File: config.mk
export PLATFORM = sky130hd
export DESIGN_NAME = pll_mode_seq
export DESIGN_NICKNAME = d
export VERILOG_FILES = /design/src/rtl/pll_seq_pkg.sv /design/src/rtl/pll_cfg_regs.sv /design/src/rtl/pll_lock_track.sv /design/src/rtl/pll_mode_sel.sv /design/src/rtl/pll_mode_seq.sv
export SDC_FILE = /design/constraint.sdc
export NUM_CORES = 1
export LEC_CHECK = 0
export BUFFER_PORTS_ARGS = -buffer_cell sky130_fd_sc_hd__buf_2
export CAP_MARGIN = 10
export CORE_ASPECT_RATIO = 0.8
export CORE_MARGIN = 3
export CORE_UTILIZATION = 30
export DETAILED_ROUTE_END_ITERATION = 8
export GPL_TIMING_DRIVEN = 0
export PLACE_DENSITY_LB_ADDON = 0.15
export RECOVER_POWER = 25
export SETUP_SLACK_MARGIN = 0.5
export SYNTH_ARGS = -nofsm -noshare
export SYNTH_HDL_FRONTEND = slang
export SYNTH_SLANG_ARGS = --single-unit
export TNS_END_PERCENT = 1
File: constraint.sdc
create_clock -name clk -period 1.7 [get_ports clk]
set_input_delay 0.17 -clock clk [delete_from_list [all_inputs] [get_ports clk]]
set_output_delay 0.17 -clock clk [all_outputs]
set_load 0.005 [all_outputs]
File: src/rtl/pll_seq_pkg.sv
`timescale 1ns/1ps
package pll_seq_pkg;
  localparam int MULT_W = 4;
  localparam logic [MULT_W-1:0] MULT_TOP = 4'd10;

  typedef enum logic [1:0] {
    MODE_OFF    = 2'd0,
    MODE_BYPASS = 2'd1,
    MODE_PLL    = 2'd2
  } clk_mode_e;

  // A multiplier code is legal when it is within the supported range.
  function automatic logic mult_code_ok(input logic [MULT_W-1:0] code);
    return code <= MULT_TOP;
  endfunction

  // Numerator of the core clock ratio: the code only in PLL mode.
  function automatic logic [MULT_W-1:0] ratio_num(input clk_mode_e m,
                                                  input logic [MULT_W-1:0] code);
    return (m == MODE_PLL) ? code : {{(MULT_W-1){1'b0}}, 1'b1};
  endfunction

  // Denominator: pre-divide bit 1 means divide by one.
  function automatic logic [1:0] ratio_den(input logic prediv);
    return prediv ? 2'd1 : 2'd2;
  endfunction
endpackage

File: src/rtl/pll_cfg_regs.sv
`timescale 1ns/1ps
module pll_cfg_regs
  import pll_seq_pkg::*;
#(
  parameter int ADDR_W = 2,
  parameter int DATA_W = 8
) (
  input  logic                 clk,
  input  logic                 rst_n,
  input  logic                 bus_wr,
  input  logic [ADDR_W-1:0]    bus_addr,
  input  logic [DATA_W-1:0]    bus_wdata,
  input  logic                 prot_en,
  input  logic                 lock_stat_i,
  output logic [MULT_W-1:0]    mult_q,
  output logic                 prediv_q,
  output logic                 pwroff_q,
  output logic                 err_q,
  output logic                 mult_acc_o
);
  localparam logic [ADDR_W-1:0] A_MULT = ADDR_W'(0);
  localparam logic [ADDR_W-1:0] A_CTRL = ADDR_W'(1);
  localparam logic [ADDR_W-1:0] A_CLR  = ADDR_W'(2);

  logic              wr_mult, wr_ctrl, err_clr;
  logic [MULT_W-1:0] new_mult;
  logic              mult_bad, mult_viol;
  logic              pd_new, po_new, pd_set_early, po_set_early;
  logic              ctrl_bad, ctrl_acc, ctrl_viol;
  logic              viol_w;

  // Multiplier write: protection gate first, then the ordering rules.
  always_comb begin
    wr_mult    = bus_wr && (bus_addr == A_MULT) && prot_en;
    new_mult   = bus_wdata[MULT_W-1:0];
    mult_bad   = !mult_code_ok(new_mult) || prediv_q ||
                 (pwroff_q && (new_mult != '0));
    mult_acc_o = wr_mult && !mult_bad;
    mult_viol  = wr_mult && mult_bad;
  end

  // Control write: pre-divide needs lock, power-off needs a zero multiplier.
  always_comb begin
    wr_ctrl      = bus_wr && (bus_addr == A_CTRL);
    pd_new       = bus_wdata[0];
    po_new       = bus_wdata[1];
    pd_set_early = pd_new && !prediv_q && !lock_stat_i;
    po_set_early = po_new && !pwroff_q && (mult_q != '0);
    ctrl_bad     = pd_set_early || po_set_early;
    ctrl_acc     = wr_ctrl && !ctrl_bad;
    ctrl_viol    = wr_ctrl && ctrl_bad;
  end

  assign err_clr = bus_wr && (bus_addr == A_CLR) && bus_wdata[0];
  assign viol_w  = mult_viol || ctrl_viol;

  always_ff @(posedge clk) begin
    if (!rst_n) begin
      mult_q   <= '0;
      prediv_q <= 1'b0;
      pwroff_q <= 1'b0;
      err_q    <= 1'b0;
    end else begin
      if (mult_acc_o) mult_q <= new_mult;
      if (ctrl_acc) begin
        prediv_q <= pd_new;
        pwroff_q <= po_new;
      end
      if (viol_w)       err_q <= 1'b1;
      else if (err_clr) err_q <= 1'b0;
    end
  end


  property p_protect;
    @(posedge clk) disable iff (!rst_n)
      (bus_wr && bus_addr == A_MULT && !prot_en) |=> ($stable(mult_q) && $stable(err_q));
  endproperty
  protect_hold_chk: assert property (p_protect);


  property p_reserved;
    @(posedge clk) disable iff (!rst_n)
      (bus_wr && bus_addr == A_MULT && prot_en && bus_wdata[MULT_W-1:0] > MULT_TOP)
      |=> ($stable(mult_q) && err_q);
  endproperty
  reserved_code_chk: assert property (p_reserved);


  property p_mult_prediv;
    @(posedge clk) disable iff (!rst_n)
      (bus_wr && bus_addr == A_MULT && prot_en && prediv_q) |=> ($stable(mult_q) && err_q);
  endproperty
  mult_under_prediv_chk: assert property (p_mult_prediv);


  property p_prediv_early;
    @(posedge clk) disable iff (!rst_n)
      (bus_wr && bus_addr == A_CTRL && bus_wdata[0] && !prediv_q && !lock_stat_i)
      |=> (!prediv_q && $stable(pwroff_q) && err_q);
  endproperty
  prediv_before_lock_chk: assert property (p_prediv_early);


  property p_err_sticky;
    @(posedge clk) disable iff (!rst_n)
      (err_q && !(bus_wr && bus_addr == A_CLR && bus_wdata[0])) |=> err_q;
  endproperty
  err_sticky_chk: assert property (p_err_sticky);
endmodule

File: src/rtl/pll_lock_track.sv
`timescale 1ns/1ps
module pll_lock_track #(
  parameter int SYNC_STAGES = 2
) (
  input  logic clk,
  input  logic rst_n,
  input  logic lock_in,
  input  logic mult_acc_i,
  output logic lock_q,
  output logic lock_rise_o
);
  logic [SYNC_STAGES-1:0] sync_q;
  logic                   prev_q;
  logic                   armed_q;

  // Synchronizer chain for the asynchronous lock input.
  generate
    for (genvar i = 0; i < SYNC_STAGES; i++) begin : g_sync
      if (i == 0) begin : g_first
        always_ff @(posedge clk) begin
          if (!rst_n) sync_q[0] <= 1'b0;
          else        sync_q[0] <= lock_in;
        end
      end else begin : g_next
        always_ff @(posedge clk) begin
          if (!rst_n) sync_q[i] <= 1'b0;
          else        sync_q[i] <= sync_q[i-1];
        end
      end
    end
  endgenerate

  always_ff @(posedge clk) begin
    if (!rst_n) prev_q <= 1'b0;
    else        prev_q <= sync_q[SYNC_STAGES-1];
  end

  assign lock_rise_o = sync_q[SYNC_STAGES-1] && !prev_q;

  // An accepted write re-arms and clears; it wins over a coincident edge.
  always_ff @(posedge clk) begin
    if (!rst_n) begin
      lock_q  <= 1'b0;
      armed_q <= 1'b0;
    end else if (mult_acc_i) begin
      lock_q  <= 1'b0;
      armed_q <= 1'b1;
    end else if (lock_rise_o && armed_q) begin
      lock_q  <= 1'b1;
      armed_q <= 1'b0;
    end
  end


  property p_clear;
    @(posedge clk) disable iff (!rst_n) mult_acc_i |=> !lock_q;
  endproperty
  lock_clear_chk: assert property (p_clear);


  property p_cause;
    @(posedge clk) disable iff (!rst_n) $rose(lock_q) |-> $past(lock_rise_o);
  endproperty
  lock_cause_chk: assert property (p_cause);


  property p_collide;
    @(posedge clk) disable iff (!rst_n) (mult_acc_i && lock_rise_o) |=> (!lock_q && armed_q);
  endproperty
  write_wins_chk: assert property (p_collide);
endmodule

File: src/rtl/pll_mode_sel.sv
`timescale 1ns/1ps
module pll_mode_sel
  import pll_seq_pkg::*;
(
  input  logic              clk,
  input  logic              rst_n,
  input  logic [MULT_W-1:0] mult_i,
  input  logic              prediv_i,
  input  logic              pwroff_i,
  input  logic              locked_i,
  output clk_mode_e         mode_o,
  output logic [MULT_W-1:0] num_o,
  output logic [1:0]        den_o,
  output logic              bypass_o
);
  always_comb begin
    if (pwroff_i)                         mode_o = MODE_OFF;
    else if (locked_i && mult_i != '0)    mode_o = MODE_PLL;
    else                                  mode_o = MODE_BYPASS;
    num_o    = ratio_num(mode_o, mult_i);
    den_o    = ratio_den(prediv_i);
    bypass_o = (mode_o == MODE_BYPASS);
  end


  property p_off_zero;
    @(posedge clk) disable iff (!rst_n) pwroff_i |-> (mult_i == '0);
  endproperty
  off_needs_zero_chk: assert property (p_off_zero);


  property p_wait_lock;
    @(posedge clk) disable iff (!rst_n) !locked_i |-> (num_o == MULT_W'(1));
  endproperty
  bypass_until_lock_chk: assert property (p_wait_lock);
endmodule

File: src/rtl/pll_mode_seq.sv
`timescale 1ns/1ps
module pll_mode_seq
  import pll_seq_pkg::*;
#(
  parameter int ADDR_W      = 2,
  parameter int DATA_W      = 8,
  parameter int SYNC_STAGES = 2
) (
  input  logic              clk,
  input  logic              rst_n,
  input  logic              bus_wr,
  input  logic [ADDR_W-1:0] bus_addr,
  input  logic [DATA_W-1:0] bus_wdata,
  input  logic              prot_en,
  input  logic              lock_in,
  output logic [1:0]        mode_o,
  output logic [MULT_W-1:0] ratio_num_o,
  output logic [1:0]        ratio_den_o,
  output logic              bypass_o,
  output logic              locked_o,
  output logic              err_o,
  output logic [MULT_W-1:0] mult_o,
  output logic              prediv_o,
  output logic              pwroff_o
);
  logic      mult_acc_w;
  logic      lock_rise_w;
  clk_mode_e mode_w;

  pll_cfg_regs #(.ADDR_W(ADDR_W), .DATA_W(DATA_W)) u_regs (
    .clk        (clk),
    .rst_n      (rst_n),
    .bus_wr     (bus_wr),
    .bus_addr   (bus_addr),
    .bus_wdata  (bus_wdata),
    .prot_en    (prot_en),
    .lock_stat_i(locked_o),
    .mult_q     (mult_o),
    .prediv_q   (prediv_o),
    .pwroff_q   (pwroff_o),
    .err_q      (err_o),
    .mult_acc_o (mult_acc_w)
  );

  pll_lock_track #(.SYNC_STAGES(SYNC_STAGES)) u_lock (
    .clk        (clk),
    .rst_n      (rst_n),
    .lock_in    (lock_in),
    .mult_acc_i (mult_acc_w),
    .lock_q     (locked_o),
    .lock_rise_o(lock_rise_w)
  );

  pll_mode_sel u_sel (
    .clk      (clk),
    .rst_n    (rst_n),
    .mult_i   (mult_o),
    .prediv_i (prediv_o),
    .pwroff_i (pwroff_o),
    .locked_i (locked_o),
    .mode_o   (mode_w),
    .num_o    (ratio_num_o),
    .den_o    (ratio_den_o),
    .bypass_o (bypass_o)
  );

  assign mode_o = mode_w;


  property p_pll_ratio;
    @(posedge clk) disable iff (!rst_n) (mode_o == MODE_PLL) |-> (ratio_num_o == mult_o && locked_o);
  endproperty
  pll_ratio_chk: assert property (p_pll_ratio);
endmodule

Word level (Yosys, flattened, before mapping):

Index checks and enable logic that the tools add are counted.

* flip-flop bits (word level): 12
* latch bits: 0
* RAM bits: 0
* bits in read-only memories: 0
* input bits: 15
* output and inout port bits: 17
* word-level logic and storage cells: 57
* memories kept: 0

* add/subtract/negate cells: 0
* multiply operators: 0
* div/mod/pow operators: 0
* magnitude comparators: 1
* eq/ne operators: 4
* shift-type cells: 0
* multiplexer cells: 8
* bitwise operators: 1
* reductions and logical operators: 34

Operators with widths (number)
* 1-bit logical AND: 17
* 4-bit nonzero test: 2
* 1-bit zero test: 7
* 2-bit 2-to-1 mux: 3
* 2-bit by 1-bit == test with 1-bit output (second input constant): 2
* 2-bit == test (second input constant): 2
* 4-bit <= comparator (second input constant): 1
* 1-bit logical OR: 4
* 1-bit 2-to-1 mux: 4
* 4-bit 2-to-1 mux: 1
* 2-bit nonzero test: 2
* 2-bit zero test: 1
* 2-bit OR reduction: 1
* 1-bit NOT: 1

Logic depth before layout (Yosys ltp):

Gate-level depths: netlist of the first run.

* depth in word-level cells: 7
* mapped depth: 4
* depth with buffers taken out: 4

Cells and area by module:

Synthesis of the first run repeated with hierarchy kept, for this count alone.

* cell total of the unflattened synthesis: 68
* area total of the unflattened synthesis: 621.8 um^2

Modules (own cells, without submodules)
* pll_cfg_regs: instances 1, cells an instance 43, area each 371.6 um^2, seq. area each 140.1 um^2
* pll_lock_track: instances 1, cells an instance 13, area each 167.7 um^2, seq. area each 100.1 um^2
* pll_mode_sel: instances 1, cells an instance 12, area each 82.6 um^2, seq. area each 0.0 um^2

Least setup slack after synthesis of the first run:

OpenSTA, ideal clock, no wires.

* kind: register to register
* start: register u_regs.mult_q[3]
* end: register u_regs.prediv_q
* library setup time: 72 ps
* data arrival time: 1488 ps
* data required time: 1628 ps
* setup slack: 141 ps
* stages on the path, launching flop included: 5
* path buffers: 0
* clock period less this slack: 1559 ps
* path through: dfxtp_1 -> or4_4 -> a32oi_1 -> and4b_2 -> mux2i_1

* longest elaborated chain between the ends: 5

Ends and longest elaborated chain
* from (decl): line pll_cfg_regs.sv:15 `output logic [MULT_W-1:0] mult_q,`
* from (signal assigned): line pll_cfg_regs.sv:64 `if (mult_acc_o) mult_q <= new_mult;`
* 4-bit nonzero test: line pll_cfg_regs.sv:48 `po_set_early = po_new && !pwroff_q && (mult_q != '0);`
* 1-bit logical AND: line pll_cfg_regs.sv:48
* 1-bit logical OR: line pll_cfg_regs.sv:49 `ctrl_bad = pd_set_early || po_set_early;`
* 1-bit zero test: line pll_cfg_regs.sv:50 `ctrl_acc = wr_ctrl && !ctrl_bad;`
* 1-bit logical AND: line pll_cfg_regs.sv:50
* to (signal assigned): line pll_cfg_regs.sv:66 `prediv_q <= pd_new;`
* to (decl): line pll_cfg_regs.sv:16 `output logic prediv_q,`

No other way between the ends.
A chain may end at the register's enable or synchronous reset.

Worst setup path in the final report of the first run:

* start: register u_regs.mult_q[0]
* end: output mode_o[0]

* longest elaborated chain between the ends: 4

Ends and longest elaborated chain
* 4-bit nonzero test: line pll_mode_sel.sv:18 `else if (locked_i && mult_i != '0) mode_o = MODE_PLL;`
* 1-bit logical AND: line pll_mode_sel.sv:18
* 2-bit 2-to-1 mux: line pll_mode_sel.sv:18
* 2-bit 2-to-1 mux: line pll_mode_sel.sv:17 `if (pwroff_i) mode_o = MODE_OFF;`
* to (decl): line pll_mode_seq.sv:16 `output logic [1:0] mode_o,`

No other way between the ends.

==> results of run 1 <==
[per-stage QoR]
step           cell area, µm²   util
2_1_floorplan             573      -
3_3_place_gp              731  0.428
3_5_place_dp              731  0.428
4_1_cts                   793  0.464
5_1_grt                   798  0.467
6_report                  798  0.467
[cells by family after synthesis]
family          after synthesis  share of synthesized area
simple gates                 31                      0.300
flops                        12                      0.420
compound gates               10                      0.116
buf+inv                       7                     0.0591
mux                           6                      0.105
[flip-flops by register name, summed over array words and instances, names as in the netlist]
register / flops
u_regs.prediv_q: 1
u_regs.pwroff_q: 1
u_lock.sync_q: 2
u_regs.mult_q: 4
u_regs.err_q: 1
u_lock.lock_q: 1
u_lock.prev_q: 1
u_lock.armed_q: 1
[cell type report]
class / count / area, µm² / share of cell area
multi-input cells: 47 / 309 / 0.387
flip-flops and latches: 12 / 243 / 0.304
repair buffers: 28 / 149 / 0.187
well taps: 22 / 27.5 / 0.0345
inverters: 3 / 11.3 / 0.0141
clock buffers: 4 / 36.3 / 0.0455
plain buffers: 4 / 22.5 / 0.0282
[what timing repair did]
item,in CTS,in global routing
setup buffers,2,0
hold endpoints to repair,0,0
pin swaps,2,1
gates resized for setup,3,1
setup endpoints to repair,15,15
[layer usage]
layer  share of wire  vias up  wire [µm]
li1                -      297          -
met1            0.48      250        678
met2            0.42       23        598
met3           0.084        2        118
met4           0.011        0         15
met5               0        -          0
[cell usage in the layout, fill, tap and decap left out, types with 2 or more instances in the layout]
master    instances
clkbuf_4          3
inv_1             3
and3_1            2
and2_1            3
clkbuf_1          4
nor2_1            3
buf_4             4
mux2i_1           6
dfxtp_1          10
o21ai_0           3
buf_2            23
dfxtp_2           2
nand2_1          14
[worst max-delay path by stage]
stage | startpoint | to | slack (ns) | cells past startpoint
after detailed placement | u_regs.mult_q[2] | u_regs.pwroff_q | 0.03 | 4
after floorplan | u_regs.mult_q[2] | u_regs.prediv_q | 0.15 | 4
after global routing | u_regs.mult_q[0] | u_regs.prediv_q | -0.04 | 4
final | u_regs.mult_q[0] | mode_o[0] | 0.02 | 4
after global placement | u_regs.mult_q[2] | u_regs.prediv_q | 0.04 | 4
after CTS | u_regs.mult_q[0] | mode_o[0] | 0.008 | 4
[report_power, final]
group          internal, mW  switching [mW]
Clock                 0.130          0.0955
Combinational        0.0324          0.0329
Sequential            0.289         0.00521
Total                 0.451           0.134
==> impl_metrics.csv, run 1 <==
group,metric,value,unit
floorplanning,die_area,0.00247,mm²
timing,hold_viol_final,0,
timing,whs,0.101,ns
setup_path,path_buf_inv,2,
setup_path,end_kind,"primary output",
logic_synthesis,ys_ff_latch,12,
clock_tree,cts_made_buffers,3,
setup_path,regToRegSetupSlack,0.08,ns
timing,rsz0062_at_grt,"yes",
grt,grt-ovfl-total,0,
timing,maxClockFrequency,596,MHz
clock_tree,h-tree-depth,1,
grt,grt_start_max_net_pins,11,
logic_synthesis,synth_area_leader_cell,"dfxtp_1",
power,irDropWorstVdd,0.399,mV
logic_synthesis,synthArstFlopShare,0,
floorplanning,boundaryPins,32,
logic_synthesis,synth-warning-count,0,
logic_synthesis,syn-instance-count,66,
grt,top_usage_layer,"met2",
clock_tree,clkTransAtPathRegs,0.08,ns
placement,portBuffers,26,
drt,ant_nets,0,
timing,slew_viol_final,0,
run,cap_violations,0,
cells_and_area,fillers,177,
placement,dpl_worst_slack,0.0331,ns
timing,finalCritPeriodShare,0.987,
logic_synthesis,synth_ff_type,"dfxtp_1",
logic_synthesis,synthTopCellsByCount,"14 x nand2_1, 12 x dfxtp_1, 6 x mux2i_1",
timing,setup_ws,0.0213,ns
setup_path,cpMaxStageDelayCell,"or4_4",
clock_tree,insertion_delay,0.27,ns
timing,worst_pin_slew,0.560,ns
setup_path,timing.rr.start,"u_regs.mult_q[0]",
clock_tree,cts_tree,"yes",
grt,gr-usage-met3,0.0396,
logic_synthesis,seq_area_frac_synth,0.420,
logic_synthesis,synth-edff-count,0,
power,power_density,732,mW/mm²
placement,dp.cells,114,
timing,period_needed,1.68,ns
grt,grt_use_total,0.131,
drt,via_count,572,
drt,drc,0,
floorplanning,rows,13,
setup_path,slowest_delay,0.55,ns
drt,first_pass_iters,4,
cells_and_area,drive_above_1_share,0.398,
floorplanning,die_y,45.1,µm
worst_hold_path,worstHoldEndpoint,"u_lock.sync_q[0]",
outcome,status,"finished clean",
cells_and_area,antenna_cells,0,
setup_path,crit_chain,"or4_4 -> a21oi_2 -> buf_4 -> buf_6",
timing,fin_skew,0.00164,ns
worst_hold_path,hp-start,"lock_in",
power,leakagePower,0.383,nW
cells_and_area,area_growth,39.6,%
placement,dp_hpwl,1080,µm
grt,grt_antenna_before_repair,0,
clock_tree,cts_hold_buf,0,
timing,setup_viol,0,
setup_path,worstRegToRegCells,4,
clock_tree,clock_sinks,12,
drt,dr.first_iter.drc_count,8,
worst_hold_path,hold_class,"in -> reg",
setup_path,crit_path_max_fanout,3,
grt,grtUsageMet1,0.169,
timing,relSlewSlack,0.621,
setup_path,critPathRequiredTime,1.53,ns
timing,fin_setup_tns,0,ns
setup_path,crit_family,"simple AND/OR/NAND/NOR gates",
logic_synthesis,syn_area,572,µm²
logic_synthesis,ys_types,25,
logic_synthesis,syn-num-nets,81,
logic_synthesis,syn_area_per_cell,8.66,µm²
clock_tree,clk_path_buf_depth,2,
grt,grt_pass1_vias,497,
worst_hold_path,holdPathStages,2,
drt,wire_per_inst,11.8,µm
setup_path,rr_endpoint,"u_regs.pwroff_q",
logic_synthesis,synth.area.top_cells,"dfxtp_1 42%, mux2i_1 11%, nand2_1 9.2%",
setup_path,worstSetupPathType,"reg -> out",
setup_path,critPathLaunchType,"register",
logic_synthesis,yosys.area.top_type_share,0.420,
logic_synthesis,synth_most_common_cell,"nand2_1",
clock_tree,clock-root-buffer,"clkbuf_4",
drt,postRouteWirelength,1410,µm
floorplanning,chipWidth,54.8,µm
cells_and_area,final_cells,120,
grt,met2_usage,0.184,
placement,gp_congestion,0.685,
power,power.total,0.585,mW
floorplanning,core,0.00171,mm²
drt,routed_via_density,4.77,
floorplanning,start_util,0.335,
grt,grt_pass1_wl,2210,µm
cells_and_area,design.final.nets,114,
setup_path,cp_data_arrival_time,1.51,ns
No activity file was read; power rests on OpenSTA's default activity.
==> run 2: changes to the inputs <==
==> constraint.sdc (replaced) <==
create_clock -name clk -period 1.7 [get_ports clk]
set_input_delay 0.17 -clock clk [delete_from_list [all_inputs] [get_ports clk]]
set_output_delay 0.17 -clock clk [all_outputs]
set_load 0.02 [all_outputs]
==> impl_metrics.csv, run 2 (same netlist as run 1, synthesis figures left out) <==
group,metric,value,unit
setup_path,rr_endpoint,"u_regs.pwroff_q",
timing,setup_viol,1,
floorplanning,chipWidth,54.8,µm
power,power.total,0.591,mW
grt,grt_pass1_vias,493,
drt,first_pass_iters,2,
timing,period_needed,1.70,ns
drt,postRouteWirelength,1370,µm
timing,finalCritPeriodShare,1.00,
worst_hold_path,hp-start,"lock_in",
drt,via_count,564,
drt,routed_via_density,4.74,
setup_path,worst-path-stages,4,
power,irDropWorstVdd,0.303,mV
timing,worst_pin_slew,0.531,ns
cells_and_area,drive_above_1_share,0.402,
setup_path,critPathRequiredTime,1.53,ns
setup_path,worstRegToRegCells,4,
outcome,status,"finished with violations",
clock_tree,insertion_delay,0.27,ns
clock_tree,cts_hold_buf,0,
setup_path,crit_family,"simple AND/OR/NAND/NOR gates",
timing,setup_ws,-0.00330,ns
setup_path,regToRegSetupSlack,0.03,ns
timing,fin_setup_tns,-0.00330,ns
floorplanning,rows,13,
floorplanning,die_area,0.00247,mm²
power,power_density,735,mW/mm²
cells_and_area,reg.largest.list,"u_regs.mult_q: 4 flops, u_lock.sync_q: 2 flops",
worst_hold_path,hold_class,"in -> reg",
clock_tree,cts_made_buffers,3,
timing,rsz0062_at_grt,"yes",
drt,ant_nets,0,
cells_and_area,final_cells,119,
placement,dp.cells,114,
worst_hold_path,worstHoldEndpoint,"u_lock.sync_q[0]",
timing,fin_skew,0.00537,ns
setup_path,timing.rr.start,"u_regs.mult_q[0]",
timing,maxClockFrequency,587,MHz
worst_hold_path,holdPathStages,2,
run,cap_violations,0,
setup_path,cp_data_arrival_time,1.53,ns
setup_path,worstSetupPathType,"reg -> out",
grt,grt_antenna_before_repair,0,
setup_path,crit_path_max_fanout,3,
floorplanning,die_y,45.1,µm
placement,gp_congestion,0.653,
placement,portBuffers,26,
setup_path,crit_chain,"or4_4 -> a21oi_4 -> buf_4 -> buf_6",
cells_and_area,design.final.nets,113,
floorplanning,boundaryPins,32,
cells_and_area,top_register,"u_regs.mult_q",
floorplanning,start_util,0.335,
clock_tree,clkTransAtPathRegs,0.08,ns
cells_and_area,layout_commonest_cell,"buf_2",
timing,hold_viol_final,0,
setup_path,slowest_delay,0.57,ns
drt,wire_per_inst,11.5,µm
drt,dr.first_iter.drc_count,2,
cells_and_area,area_growth,40.7,%
clock_tree,cts_tree,"yes",
placement,dp_hpwl,1070,µm
power,leakagePower,0.380,nW
floorplanning,core,0.00171,mm²
outcome,violations,"negative setup slack",
grt,grt-ovfl-total,0,
clock_tree,h-tree-depth,1,
setup_path,critPathLaunchType,"register",
setup_path,end_kind,"primary output",
grt,grt_pass1_wl,2130,µm
setup_path,cpMaxStageDelayCell,"or4_4",
cells_and_area,antenna_cells,0,
drt,drc,0,
clock_tree,clock_sinks,12,
grt,grt_start_max_net_pins,11,
clock_tree,clk_path_buf_depth,2,
timing,slew_viol_final,0,
setup_path,path_buf_inv,2,
clock_tree,clock-root-buffer,"clkbuf_4",
timing,relSlewSlack,0.641,
grt,grt_use_total,0.124,
cells_and_area,final_cell_mix,"21 x buf_2, 14 x nand2_1, 9 x dfxtp_1",
cells_and_area,largest_reg_flops,4,
run 2: cell type report:
class                           count  area, µm²
Clock buffer                        4       36.3
Inverter                            3       11.3
Buffer                              4       22.5
Sequential cell                    12        244
Tap cell                           22       27.5
Fill cell                         177        903
Timing Repair Buffer               27        146
Multi-Input combinational cell     47        317
run 2: metal layers:
metal  wire [µm]  GRT usage
met5           0          0
met4           9     0.0746
met3         121     0.0297
met2         579      0.184
met1         662      0.160
run 2: worst max path at each step:
stage	endpoint	slack (ns)	from
2_1_floorplan	u_regs.prediv_q	0.1	u_regs.mult_q[3]
3_3_place_gp	u_regs.prediv_q	0.04	u_regs.mult_q[3]
3_5_place_dp	u_regs.pwroff_q	0.01	u_regs.mult_q[3]
4_1_cts	mode_o[0]	-0.02	u_regs.mult_q[0]
5_1_grt	mode_o[0]	-0.06	u_regs.mult_q[0]
6_report	mode_o[0]	-0.003	u_regs.mult_q[0]
run 2: what timing repair did:
action,4_1_cts,5_1_grt
endpoints found under the setup margin,15,17
gates resized for setup,4,3
pin swaps,2,2
buffers inserted,1,0
run 2: metrics by stage:
stage | area [µm²] | setup slack (ns) | util | hold slack [ns]
global placement | 736 | 0.0364 | 0.431 | 0.378
floorplan | 578 | 0.0985 | - | 0.297
detailed placement | 736 | 0.0149 | 0.431 | 0.383
finish | 805 | -0.00330 | 0.471 | 0.105
CTS | 791 | -0.0192 | 0.463 | 0.0966
global route | 805 | -0.0646 | 0.471 | 0.107
run 2: power breakdown:
group	switching [mW]	internal, mW	total (mW)
registers	0.00556	0.289	0.294
logic	0.0407	0.0322	0.0729
clock network	0.0940	0.130	0.224
total	0.140	0.451	0.591
run 2: worst reg2reg max path, delay by kind of cell, from the launching register on:
family	cells	cell delay, ns
multiplexers	1	0.18
AO/OA/AOI/OAI	1	0.24
flip-flops	1	0.33
AND/OR/NAND/NOR	2	0.86
